--- src/rtl/asid_tlb_pkg.sv ---
`timescale 1ns/1ps
package asid_tlb_pkg;
  typedef enum logic [1:0] {
    PG_4K  = 2'd0,
    PG_2M  = 2'd1,
    PG_1G  = 2'd2,
    PG_RSV = 2'd3
  } pg_size_e;

  // Untranslated low address bits for a page size.
  function automatic int unsigned ofs_bits(pg_size_e s);
    case (s)
      PG_2M:   return 21;
      PG_1G:   return 30;
      default: return 12;
    endcase
  endfunction
endpackage

--- src/rtl/asid_tlb_cmp.sv ---
`timescale 1ns/1ps
module asid_tlb_cmp
  import asid_tlb_pkg::*;
#(
  parameter int VPN_W  = 27,
  parameter int ASID_W = 8
) (
  input  logic              e_valid,
  input  logic [VPN_W-1:0]  e_vpn,
  input  pg_size_e          e_size,
  input  logic [ASID_W-1:0] e_asid,
  input  logic [ASID_W-1:0] cur_asid,
  input  logic [VPN_W-1:0]  lk_vpn,
  input  logic [VPN_W-1:0]  inv_vpn,
  output logic              lk_match,
  output logic              inv_match
);
  logic [VPN_W-1:0] cmp_mask;

  always_comb begin
    cmp_mask = '1;
    case (e_size)
      PG_2M:   cmp_mask[8:0]  = '0;
      PG_1G:   cmp_mask[17:0] = '0;
      default: ;
    endcase
  end

  assign lk_match  = e_valid && (e_asid == cur_asid) &&
                     (((e_vpn ^ lk_vpn) & cmp_mask) == '0);
  assign inv_match = e_valid && (((e_vpn ^ inv_vpn) & cmp_mask) == '0);
endmodule

--- src/rtl/asid_tlb_victim.sv ---
`timescale 1ns/1ps
module asid_tlb_victim #(
  parameter int ENTRIES = 8,
  localparam int IDX_W  = $clog2(ENTRIES)
) (
  input  logic               clk,
  input  logic               rst_n,
  input  logic [ENTRIES-1:0] valid_vec,
  input  logic               fill_go,
  output logic [IDX_W-1:0]   victim_idx
);
  localparam logic [IDX_W-1:0] LAST = IDX_W'(ENTRIES - 1);

  logic [IDX_W-1:0] rr_q, rr_d;
  logic [IDX_W-1:0] free_idx;
  logic             free_found;

  always_comb begin
    free_found = 1'b0;
    free_idx   = '0;
    for (int i = ENTRIES - 1; i >= 0; i--) begin
      if (!valid_vec[i]) begin
        free_found = 1'b1;
        free_idx   = IDX_W'(i);
      end
    end
  end

  assign victim_idx = free_found ? free_idx : rr_q;

  always_comb begin
    rr_d = rr_q;
    if (fill_go && !free_found) rr_d = (rr_q == LAST) ? '0 : rr_q + 1'b1;
  end

  always_ff @(posedge clk or negedge rst_n) begin
    if (!rst_n) rr_q <= '0;
    else        rr_q <= rr_d;
  end

  AST_RR_STEP: assert property (@(posedge clk) disable iff (!rst_n)
    fill_go && (valid_vec == '1) |=> rr_q != $past(rr_q));
  AST_RR_HOLD: assert property (@(posedge clk) disable iff (!rst_n)
    !fill_go |=> $stable(rr_q));
endmodule

--- src/rtl/asid_tlb.sv ---
`timescale 1ns/1ps
module asid_tlb
  import asid_tlb_pkg::*;
#(
  parameter int VA_W    = 39,
  parameter int PA_W    = 40,
  parameter int ASID_W  = 8,
  parameter int ENTRIES = 8
) (
  input  logic              clk,
  input  logic              rst_n,
  input  logic              lk_valid,
  input  logic [VA_W-1:0]   lk_vaddr,
  output logic              rsp_valid,
  output logic              rsp_hit,
  output logic [PA_W-1:0]   rsp_paddr,
  input  logic              fill_en,
  input  logic [VA_W-13:0]  fill_vpn,
  input  logic [PA_W-13:0]  fill_pfn,
  input  logic [ASID_W-1:0] fill_asid,
  input  logic [1:0]        fill_size,
  input  logic              inv_en,
  input  logic [VA_W-13:0]  inv_vpn,
  input  logic              flush_all,
  input  logic              asid_wr_en,
  input  logic [ASID_W-1:0] asid_wr_data
);
  localparam int VPN_W = VA_W - 12;
  localparam int PFN_W = PA_W - 12;
  localparam int IDX_W = $clog2(ENTRIES);

  logic [ENTRIES-1:0] valid_q, valid_d, lk_hit_vec, inv_hit_vec, wr_vec;
  logic [VPN_W-1:0]   vpn_q  [ENTRIES];
  logic [PFN_W-1:0]   pfn_q  [ENTRIES];
  logic [ASID_W-1:0]  asid_q [ENTRIES];
  pg_size_e           size_q [ENTRIES];
  logic [ASID_W-1:0]  cur_asid_q, cur_asid_d;
  logic [IDX_W-1:0]   victim_idx, sel_idx;
  logic               sel_found, hit_now, fill_go;
  logic [PA_W-1:0]    pa_now;
  logic [29:0]        ofs_mask;

  // Per-slot comparators
  for (genvar g = 0; g < ENTRIES; g++) begin : g_slot
    asid_tlb_cmp #(.VPN_W(VPN_W), .ASID_W(ASID_W)) u_cmp (
      .e_valid  (valid_q[g]),
      .e_vpn    (vpn_q[g]),
      .e_size   (size_q[g]),
      .e_asid   (asid_q[g]),
      .cur_asid (cur_asid_q),
      .lk_vpn   (lk_vaddr[VA_W-1:12]),
      .inv_vpn  (inv_vpn),
      .lk_match (lk_hit_vec[g]),
      .inv_match(inv_hit_vec[g])
    );
  end

  assign fill_go = fill_en && !flush_all;

  asid_tlb_victim #(.ENTRIES(ENTRIES)) u_victim (
    .clk       (clk),
    .rst_n     (rst_n),
    .valid_vec (valid_q),
    .fill_go   (fill_go),
    .victim_idx(victim_idx)
  );

  // Next state of occupancy and current space
  always_comb begin
    wr_vec = '0;
    if (fill_go) wr_vec[victim_idx] = 1'b1;
    if (flush_all) valid_d = '0;
    else           valid_d = (valid_q & ~(inv_en ? inv_hit_vec : '0)) | wr_vec;
    cur_asid_d = asid_wr_en ? asid_wr_data : cur_asid_q;
  end

  // Lowest-index hit selection and address assembly
  always_comb begin
    sel_found = 1'b0;
    sel_idx   = '0;
    for (int i = ENTRIES - 1; i >= 0; i--) begin
      if (lk_hit_vec[i]) begin
        sel_found = 1'b1;
        sel_idx   = IDX_W'(i);
      end
    end
    hit_now  = lk_valid && sel_found && !flush_all;
    ofs_mask = 30'((64'd1 << ofs_bits(size_q[sel_idx])) - 64'd1);
    pa_now   = {pfn_q[sel_idx], 12'b0};
    pa_now[29:0] = (pa_now[29:0] & ~ofs_mask) | (lk_vaddr[29:0] & ofs_mask);
  end

  always_ff @(posedge clk or negedge rst_n) begin
    if (!rst_n) begin
      valid_q    <= '0;
      cur_asid_q <= '0;
      rsp_valid  <= 1'b0;
      rsp_hit    <= 1'b0;
      rsp_paddr  <= '0;
    end else begin
      valid_q    <= valid_d;
      cur_asid_q <= cur_asid_d;
      rsp_valid  <= lk_valid;
      rsp_hit    <= hit_now;
      rsp_paddr  <= hit_now ? pa_now : '0;
    end
  end

  // Slot payload, written only with a fill enable
  always_ff @(posedge clk) begin
    for (int i = 0; i < ENTRIES; i++) begin
      if (wr_vec[i]) begin
        vpn_q[i]  <= fill_vpn;
        pfn_q[i]  <= fill_pfn;
        asid_q[i] <= fill_asid;
        size_q[i] <= pg_size_e'(fill_size);
      end
    end
  end

  AST_RSP_LATENCY: assert property (@(posedge clk) disable iff (!rst_n)
    lk_valid |=> rsp_valid);
  AST_PAGE_OFFSET: assert property (@(posedge clk) disable iff (!rst_n)
    lk_valid |=> !rsp_hit || (rsp_paddr[11:0] == $past(lk_vaddr[11:0])));
  AST_IDLE_NO_HIT: assert property (@(posedge clk) disable iff (!rst_n)
    !rsp_valid |-> !rsp_hit);
  AST_MISS_ZERO_PA: assert property (@(posedge clk) disable iff (!rst_n)
    !rsp_hit |-> rsp_paddr == '0);
  AST_ASID_KEEPS: assert property (@(posedge clk) disable iff (!rst_n)
    asid_wr_en && !flush_all && !inv_en && !fill_en |=> valid_q == $past(valid_q));
  AST_FILL_LANDS: assert property (@(posedge clk) disable iff (!rst_n)
    fill_go |=> (valid_q & $past(wr_vec)) != '0);
  AST_INV_CLEARS: assert property (@(posedge clk) disable iff (!rst_n)
    inv_en && !fill_en && !flush_all |=> (valid_q & $past(inv_hit_vec)) == '0);
  AST_FLUSH_EMPTY: assert property (@(posedge clk) disable iff (!rst_n)
    flush_all |=> valid_q == '0);
  AST_FLUSH_MISS: assert property (@(posedge clk) disable iff (!rst_n)
    flush_all |=> !rsp_hit);
endmodule

--- config.mk ---
export PLATFORM = sky130hd
export DESIGN_NAME = asid_tlb
export DESIGN_NICKNAME = d
export VERILOG_FILES = /design/src/rtl/asid_tlb_pkg.sv /design/src/rtl/asid_tlb_cmp.sv /design/src/rtl/asid_tlb_victim.sv /design/src/rtl/asid_tlb.sv
export SDC_FILE = /design/constraint.sdc
export NUM_CORES = 1
export LEC_CHECK = 0
export BUFFER_PORTS_ARGS = -buffer_cell sky130_fd_sc_hd__buf_4
export CAP_MARGIN = 40
export CORE_MARGIN = 1.5
export CORE_UTILIZATION = 42
export DETAILED_ROUTE_END_ITERATION = 7
export GPL_TIMING_DRIVEN = 0
export PLACE_DENSITY = 0.61
export SLEW_MARGIN = 5
export SYNTH_ARGS = -nofsm -noshare
export SYNTH_HDL_FRONTEND = slang
export SYNTH_SLANG_ARGS = --single-unit
--- constraint.sdc ---
create_clock -name clk -period 8.1 [get_ports clk]
set_input_delay 1.62 -clock clk [delete_from_list [all_inputs] [get_ports clk]]
set_output_delay 1.62 -clock clk [all_outputs]
set_load 0.02 [all_outputs]
==> flow_metrics.py, run 1 <==
metrics = {
    "status": {
        "status": "finished clean",
    },
    "synthesis": {
        "syn_inst": 1932,
        "synth_ff_type": "edfxtp_1",
        "async_flop_share_pct": 10.5,
        "syn-cell-area_sq_um": 27000,
        "syn_nets": 2089,
        "ys_types": 70,
        "yosysWarnings": 0,
        "postSynthAreaPerCell_sq_um": 14.0,
        "synth_edf_count": 520,
        "synth_seq_area_share_pct": 63.5,
        "ys_seq_elements": 581,
    },
    "timing": {
        "fmax_ghz": 0.159,
        "rsz0062_at_grt": "false",
        "period_needed_ns": 6.30,
        "clock_skew_ns": 0.0294,
        "final-hold-violation-count": 0,
        "tightest_slew_ns": 0.894,
        "timing.final.crit_share_pct": 77.8,
        "drv_slew": 0,
        "tns_ns": 0,
        "slew-limit-headroom_pct": 40.4,
        "setup_viol": 0,
    },
    "floorplan": {
        "die_h_microns": 256,
        "die_w_microns": 256,
        "die_area_sq_um": 65800,
        "core_area_sq_um": 63300,
        "io-pin-count": 188,
        "core.rowCount": 92,
        "initial_core_util_pct": 42.6,
    },
    "clock_network": {
        "post_cts_resized": 0,
        "clk-insertion-delay-late_ns": 0.61,
        "cts_htree_levels": 3,
        "clkSinkCount": 581,
        "clk_pin_slew_worst_paths_ns": 0.06,
        "cts_inserted_buffers": 66,
        "cts_tree": "done",
        "cts_setup_buffers": 0,
        "cts_hold_buffers": 0,
        "cts_buffer_depth": 3,
        "cts-root-buf": "clkbuf_16",
    },
    "placement": {
        "port_buffers": 131,
        "dpl.hpwl_microns": 58900,
        "dp.cells": 2940,
        "gp_congestion": 0.946,
    },
    "setup_path": {
        "regToRegSetupSlack_ns": 2.60,
        "r2r_start": "cur_asid_q[5]",
        "crit_type": "in2reg",
        "r2r-end": "rsp_paddr[12]",
        "required_ns": 8.54,
        "start_kind": "input port",
        "cp-end-kind": "register",
        "path_max_fanout": 10,
        "arrival_ns": 6.74,
        "worstRegToRegCells": 15,
    },
    "final_layout": {
        "final_util_pct": 50.0,
        "n_fill_cell": 5517,
        "diodes": 0,
        "syn_to_final_growth_pct": 17.2,
        "fin_nets": 2319,
        "drive_gt1_share_pct": 16.4,
        "layout.cells.non_filler": 3058,
    },
    "route": {
        "drt.antenna.violating_nets": 0,
        "wl_per_cell_microns": 26.8,
        "dr.pass1.iters": 6,
        "viasPerCell": 5.69,
        "vias": 17400,
        "drt_wl_total_microns": 81800,
        "drtIter0Drc": 1721,
        "remaining_drc_errors": 0,
    },
    "grt": {
        "grt_pass1_wl_microns": 119000,
        "grtUsageTotal_pct": 24.7,
        "grt_max_degree": 45,
        "grt.overflow.total": 0,
        "first_global_vias": 17400,
        "antenna_found_initial": 0,
    },
    "min_path": {
        "hold_depth": 1,
        "min_path_type": "reg2reg",
        "min_from": "u_victim.rr_q[1]",
        "worst_hold_path.endpoint": "u_victim.rr_q[1]",
    },
    "power": {
        "p_leak_nw": 10.9,
        "p_total_w": 0.00669,
        "powerDensity_nw_per_um2": 212,
        "ir_worst_vdd_mv": 0.151,
    },
    "run": {
        "cap_violations": 0,
    },
}
[cell families (layout without fill, tap and decap cells)]
| group | count (synthesis) | in the layout | synth area share (%) |
|---|---|---|---|
| mux | 44 | 44 | 1.69 |
| compound gates | 219 | 219 | 5.97 |
| simple gates | 446 | 446 | 9.73 |
| flops | 581 | 581 | 63.5 |
| buf+inv | 135 | 415 | 2.48 |
| fa+ha+maj | 11 | 11 | 0.510 |
| xor+xnor | 496 | 496 | 16.1 |
[sequential cells by signal, indices dropped and copies added (netlist names), 3 cells and up]
name and count:
pfn_q 224, vpn_q 216, asid_q 64, rsp_paddr 40, size_q 16, cur_asid_q 8, valid_q 8, u_victim.rr_q 3
[cell usage after synthesis, drive strengths merged, types with 5 or more instances]
| cell type | count | area (sq um) |
|---|---|---|
| edfxtp | 520 | 15600 |
| nand4 | 63 | 394 |
| clkbuf | 56 | 210 |
| and2 | 34 | 213 |
| nand2 | 40 | 160 |
| mux2 | 12 | 135 |
| dfrtp | 61 | 1530 |
| xor2 | 258 | 2260 |
| or4 | 7 | 52.6 |
| nor4b | 6 | 52.6 |
| xnor2 | 238 | 2080 |
| ha | 11 | 138 |
| buf | 60 | 387 |
| a21oi | 28 | 140 |
| nor4 | 111 | 713 |
| nor3 | 18 | 90.1 |
| o41ai | 6 | 71.3 |
| inv | 19 | 71.3 |
| nand3 | 67 | 335 |
| nor2 | 34 | 144 |
| a22oi | 5 | 37.5 |
| a211oi | 22 | 170 |
| mux2i | 32 | 320 |
| a221o | 10 | 100 |
| a41oi | 6 | 52.6 |
| a221oi | 28 | 308 |
| o21ai | 55 | 275 |
| and3 | 19 | 119 |
| a31oi | 32 | 200 |
| o41a | 5 | 56.3 |
| nand3b | 24 | 180 |
[per-stage QoR]
| step | hold slack [ns] | worst slack [ns] | instance area, sq um |
|---|---|---|---|
| after floorplan | 0.508 | 0.998 | 27000 |
| after global placement | 0.541 | -3.20 | 29000 |
| after detailed placement | 0.558 | 1.19 | 29500 |
| after CTS | 0.571 | 1.81 | 31600 |
| after global routing | 0.587 | 1.50 | 31600 |
| final | 0.593 | 1.80 | 31600 |
[per-layer routing]
metal / global-route usage, % / vias to the layer above / part of all wire [%]
met2: 38.5 / 746 / 46
met5: 0 / - / 0
met1: 35.6 / 8792 / 45
met3: 3.36 / 126 / 6.3
li1: - / 7738 / -
met4: 8.25 / 0 / 2.9
[worst max-delay path, cell delays in order]
cell and delay (ns):
buf_2 0.33, xor2_1 0.12, nor4_1 0.44, a41oi_1 0.36
or4_1 0.67, buf_2 0.19, o211ai_1 0.19, nand2_1 0.31
buf_2 0.32, mux2i_1 0.17, o2bb2ai_1 0.15, a211oi_1 0.29
ha_1 0.31, clkbuf_1 0.25, nand2_1 0.40, a31oi_1 0.11
nor4_1 0.50
[layout by cell type (no fill, tap or decap), types with 7 or more instances in the layout]
cell       synthesis  final
clkbuf_16          0     67
dfrtp_1           61     61
a21oi_1           28     28
xnor2_1          238    238
nand2_1           38     38
nand3b_1          24     24
clkinv_2           0      8
xor2_1           258    258
a221o_1           10     10
a31oi_1           32     32
nand3_1           67     67
and2_1            34     34
edfxtp_1         520    520
or4_1              7      7
nand4_1           63     63
o21ai_0           47     47
clkinv_1           0     11
inv_1             18     14
mux2_2            12     12
nor2_1            33     31
ha_1              11     11
mux2i_1           32     32
clkbuf_1          56     68
buf_6              8     16
clkbuf_8           0      9
buf_2             38     40
nor4_1           108    108
nor3_1            18     16
a221oi_2          10     10
a221oi_1          18     18
buf_4             10    150
and3_1            19     19
a211oi_1          21     21
o21ai_1            8      8
[final cells by class]
cell class | instances | area, sq um | area share, %
Timing Repair Buffer | 162 | 1420 | 4.49
Clock inverter | 30 | 283 | 0.894
Inverter | 19 | 81.3 | 0.257
Clock buffer | 88 | 1850 | 5.84
Tap cell | 846 | 1060 | 3.35
Buffer | 116 | 597 | 1.89
Multi-Input combinational cell | 1216 | 9200 | 29.1
Sequential cell | 581 | 17100 | 54.2
[power by group]
group	total [W]	switching, W	internal, W
combinational	0.000430	0.000279	0.000151
clock	0.00295	0.00119	0.00176
sequential	0.00331	0.0000127	0.00330
total	0.00669	0.00149	0.00521
[worst max-delay path by stage]
stage	start	end	slack, ns	cells after the start
after floorplan	flush_all	asid_q[0][0]	1.0	2
after global placement	flush_all	pfn_q[4][20]	-3.20	4
after detailed placement	lk_vaddr[29]	rsp_paddr[12]	1.19	15
after CTS	lk_vaddr[29]	rsp_paddr[12]	1.81	15
after global routing	lk_vaddr[29]	rsp_paddr[12]	1.50	15
final	lk_vaddr[21]	rsp_paddr[12]	1.80	17
Note: power is estimated with default switching activity, not from simulation.
==> inputs of run 2 (changes only) <==
clock period = 6.1 ns   (was 8.1 ns; I/O delays follow)
==> flow_metrics.py, run 2 (same netlist as run 1, synthesis figures left out) <==
metrics = {
    "route": {
        "wl_met1_microns": 35700,
        "vias": 17300,
        "route.met2.wl_microns": 37400,
        "highest_layer": "met4",
        "remaining_drc_errors": 0,
        "dr.pass1.iters": 5,
        "drt.antenna.violating_nets": 0,
        "drt_wl_total_microns": 81400,
        "viasPerCell": 5.67,
        "wl_met3_microns": 5550,
        "drtIter0Drc": 1763,
        "wl_per_cell_microns": 26.7,
    },
    "floorplan": {
        "die_h_microns": 256,
        "die_area_sq_um": 65800,
        "io-pin-count": 188,
        "core.rowCount": 92,
        "initial_core_util_pct": 42.6,
        "core_area_sq_um": 63300,
        "die_w_microns": 256,
    },
    "placement": {
        "gp_congestion": 0.924,
        "dp.cells": 2932,
        "dpl.hpwl_microns": 58100,
        "place_area_sq_um": 29500,
        "port_buffers": 131,
    },
    "final_layout": {
        "final_util_pct": 49.6,
        "drive_gt1_share_pct": 15.6,
        "layout.cells.non_filler": 3049,
        "top_regs": "pfn_q (224), vpn_q (216), asid_q (64)",
        "stdcell_area_sq_um": 31400,
        "layout_commonest_cell": "edfxtp_1",
        "fin_nets": 2306,
        "largest_reg_flops": 224,
        "syn_to_final_growth_pct": 16.4,
        "regMostFlops": "pfn_q",
        "most-common-layout-cells": "520 x edfxtp_1, 258 x xor2_1, 238 x xnor2_1",
    },
    "grt": {
        "grt.overflow.total": 0,
        "grt_pass1_wl_microns": 118000,
        "first_global_vias": 17400,
        "grt_max_degree": 49,
        "grtUsageTotal_pct": 24.5,
        "antenna_found_initial": 2,
    },
    "setup_path": {
        "crit_type": "in2reg",
        "arrival_ns": 6.40,
        "required_ns": 6.58,
        "cp-end-kind": "register",
        "start_kind": "input port",
        "regToRegSetupSlack_ns": 0.64,
        "path_max_fanout": 10,
        "worstRegToRegCells": 16,
    },
    "timing": {
        "tightest_slew_ns": 0.999,
        "rsz0062_at_grt": "false",
        "slew-limit-headroom_pct": 32.5,
        "fmax_ghz": 0.169,
        "drv_slew": 0,
        "timing.final.crit_share_pct": 97.2,
        "clock_skew_ns": 0.0262,
        "period_needed_ns": 5.93,
        "setup_viol": 0,
        "whs_ns": 0.535,
        "final-hold-violation-count": 0,
    },
    "clock_network": {
        "cts_tree": "done",
        "clk_pin_slew_worst_paths_ns": 0.06,
        "cts_buffer_depth": 3,
        "clk-insertion-delay-late_ns": 0.64,
        "clkSinkCount": 581,
        "cts_htree_levels": 2,
        "cts_inserted_buffers": 61,
        "cts-root-buf": "clkbuf_16",
    },
    "power": {
        "powerDensity_nw_per_um2": 270,
        "ir_worst_vdd_mv": 0.219,
        "p_leak_nw": 10.7,
    },
    "status": {
        "status": "finished clean",
    },
    "run": {
        "cap_violations": 0,
    },
    "min_path": {
        "min_path_type": "in2async",
    },
}
## run 2: final cells by class
class | count | area (sq um)
tap | 846 | 1060
fill | 5473 | 31900
inverter | 19 | 81.3
timing repair buffer | 154 | 1420
buffer | 116 | 597
antenna | 3 | 7.51
clock inverter | 27 | 214
sequential | 581 | 17100
clock buffer | 87 | 1650
multi-input combinational | 1216 | 9230
## run 2: worst max-delay path: stages
cell	delay (ns)
buf_2	0.33
xor2_1	0.11
nor3_1	0.54
a41oi_1	0.50
or4_1	0.70
a21boi_2	0.21
nand2_1	0.26
buf_2	0.37
mux2i_1	0.13
o2bb2ai_1	0.14
a211oi_1	0.27
ha_1	0.31
inv_1	0.06
or2_2	0.09
clkbuf_1	0.48
a211oi_1	0.10
nor4_1	0.54
## run 2: what timing repair did
item	in CTS	in global routing
hold buffers	0	0
buffers inserted	0	0
setup endpoints to repair	0	4
gates resized for setup	0	1
## run 2: per-stage QoR
| stage | setup slack, ns | setup TNS, ns | power (W) |
|---|---|---|---|
| after detailed placement | -0.340 | -3.13 | 0.00505 |
| after global placement | -1.50 | -335.16 | 0.00504 |
| final | 0.172 | 0 | 0.00849 |
| after CTS | 0.323 | 0 | 0.00855 |
| after floorplan | 1.07 | 0 | 0.00478 |
| after global routing | 0.0267 | 0 | 0.00873 |
## run 2: metal layers
layer / vias to the layer above / global-route usage (%)
li1: 7706 / -
met1: 8695 / 34.6
met2: 738 / 38.9
met3: 135 / 3.80
met4: 0 / 8.14
met5: - / 0
## run 2: power breakdown
part	switching [W]	leakage, nW	total [W]	internal, W
logic	0.000377	4.30	0.000578	0.000201
clock network	0.00155	0.914	0.00352	0.00197
registers	0.0000165	5.53	0.00439	0.00438
## run 2: final timing paths
check | from | endpoint
max in group asynchronous | rst_n | rsp_paddr[17]
worst min register to register | u_victim.rr_q[2] | u_victim.rr_q[2]
worst max-delay path | lk_vaddr[26] | rsp_paddr[12]
worst max register to register | vpn_q[0][68] | rsp_paddr[12]
worst min-delay path | rst_n | rsp_valid
min in group clk | u_victim.rr_q[2] | u_victim.rr_q[2]
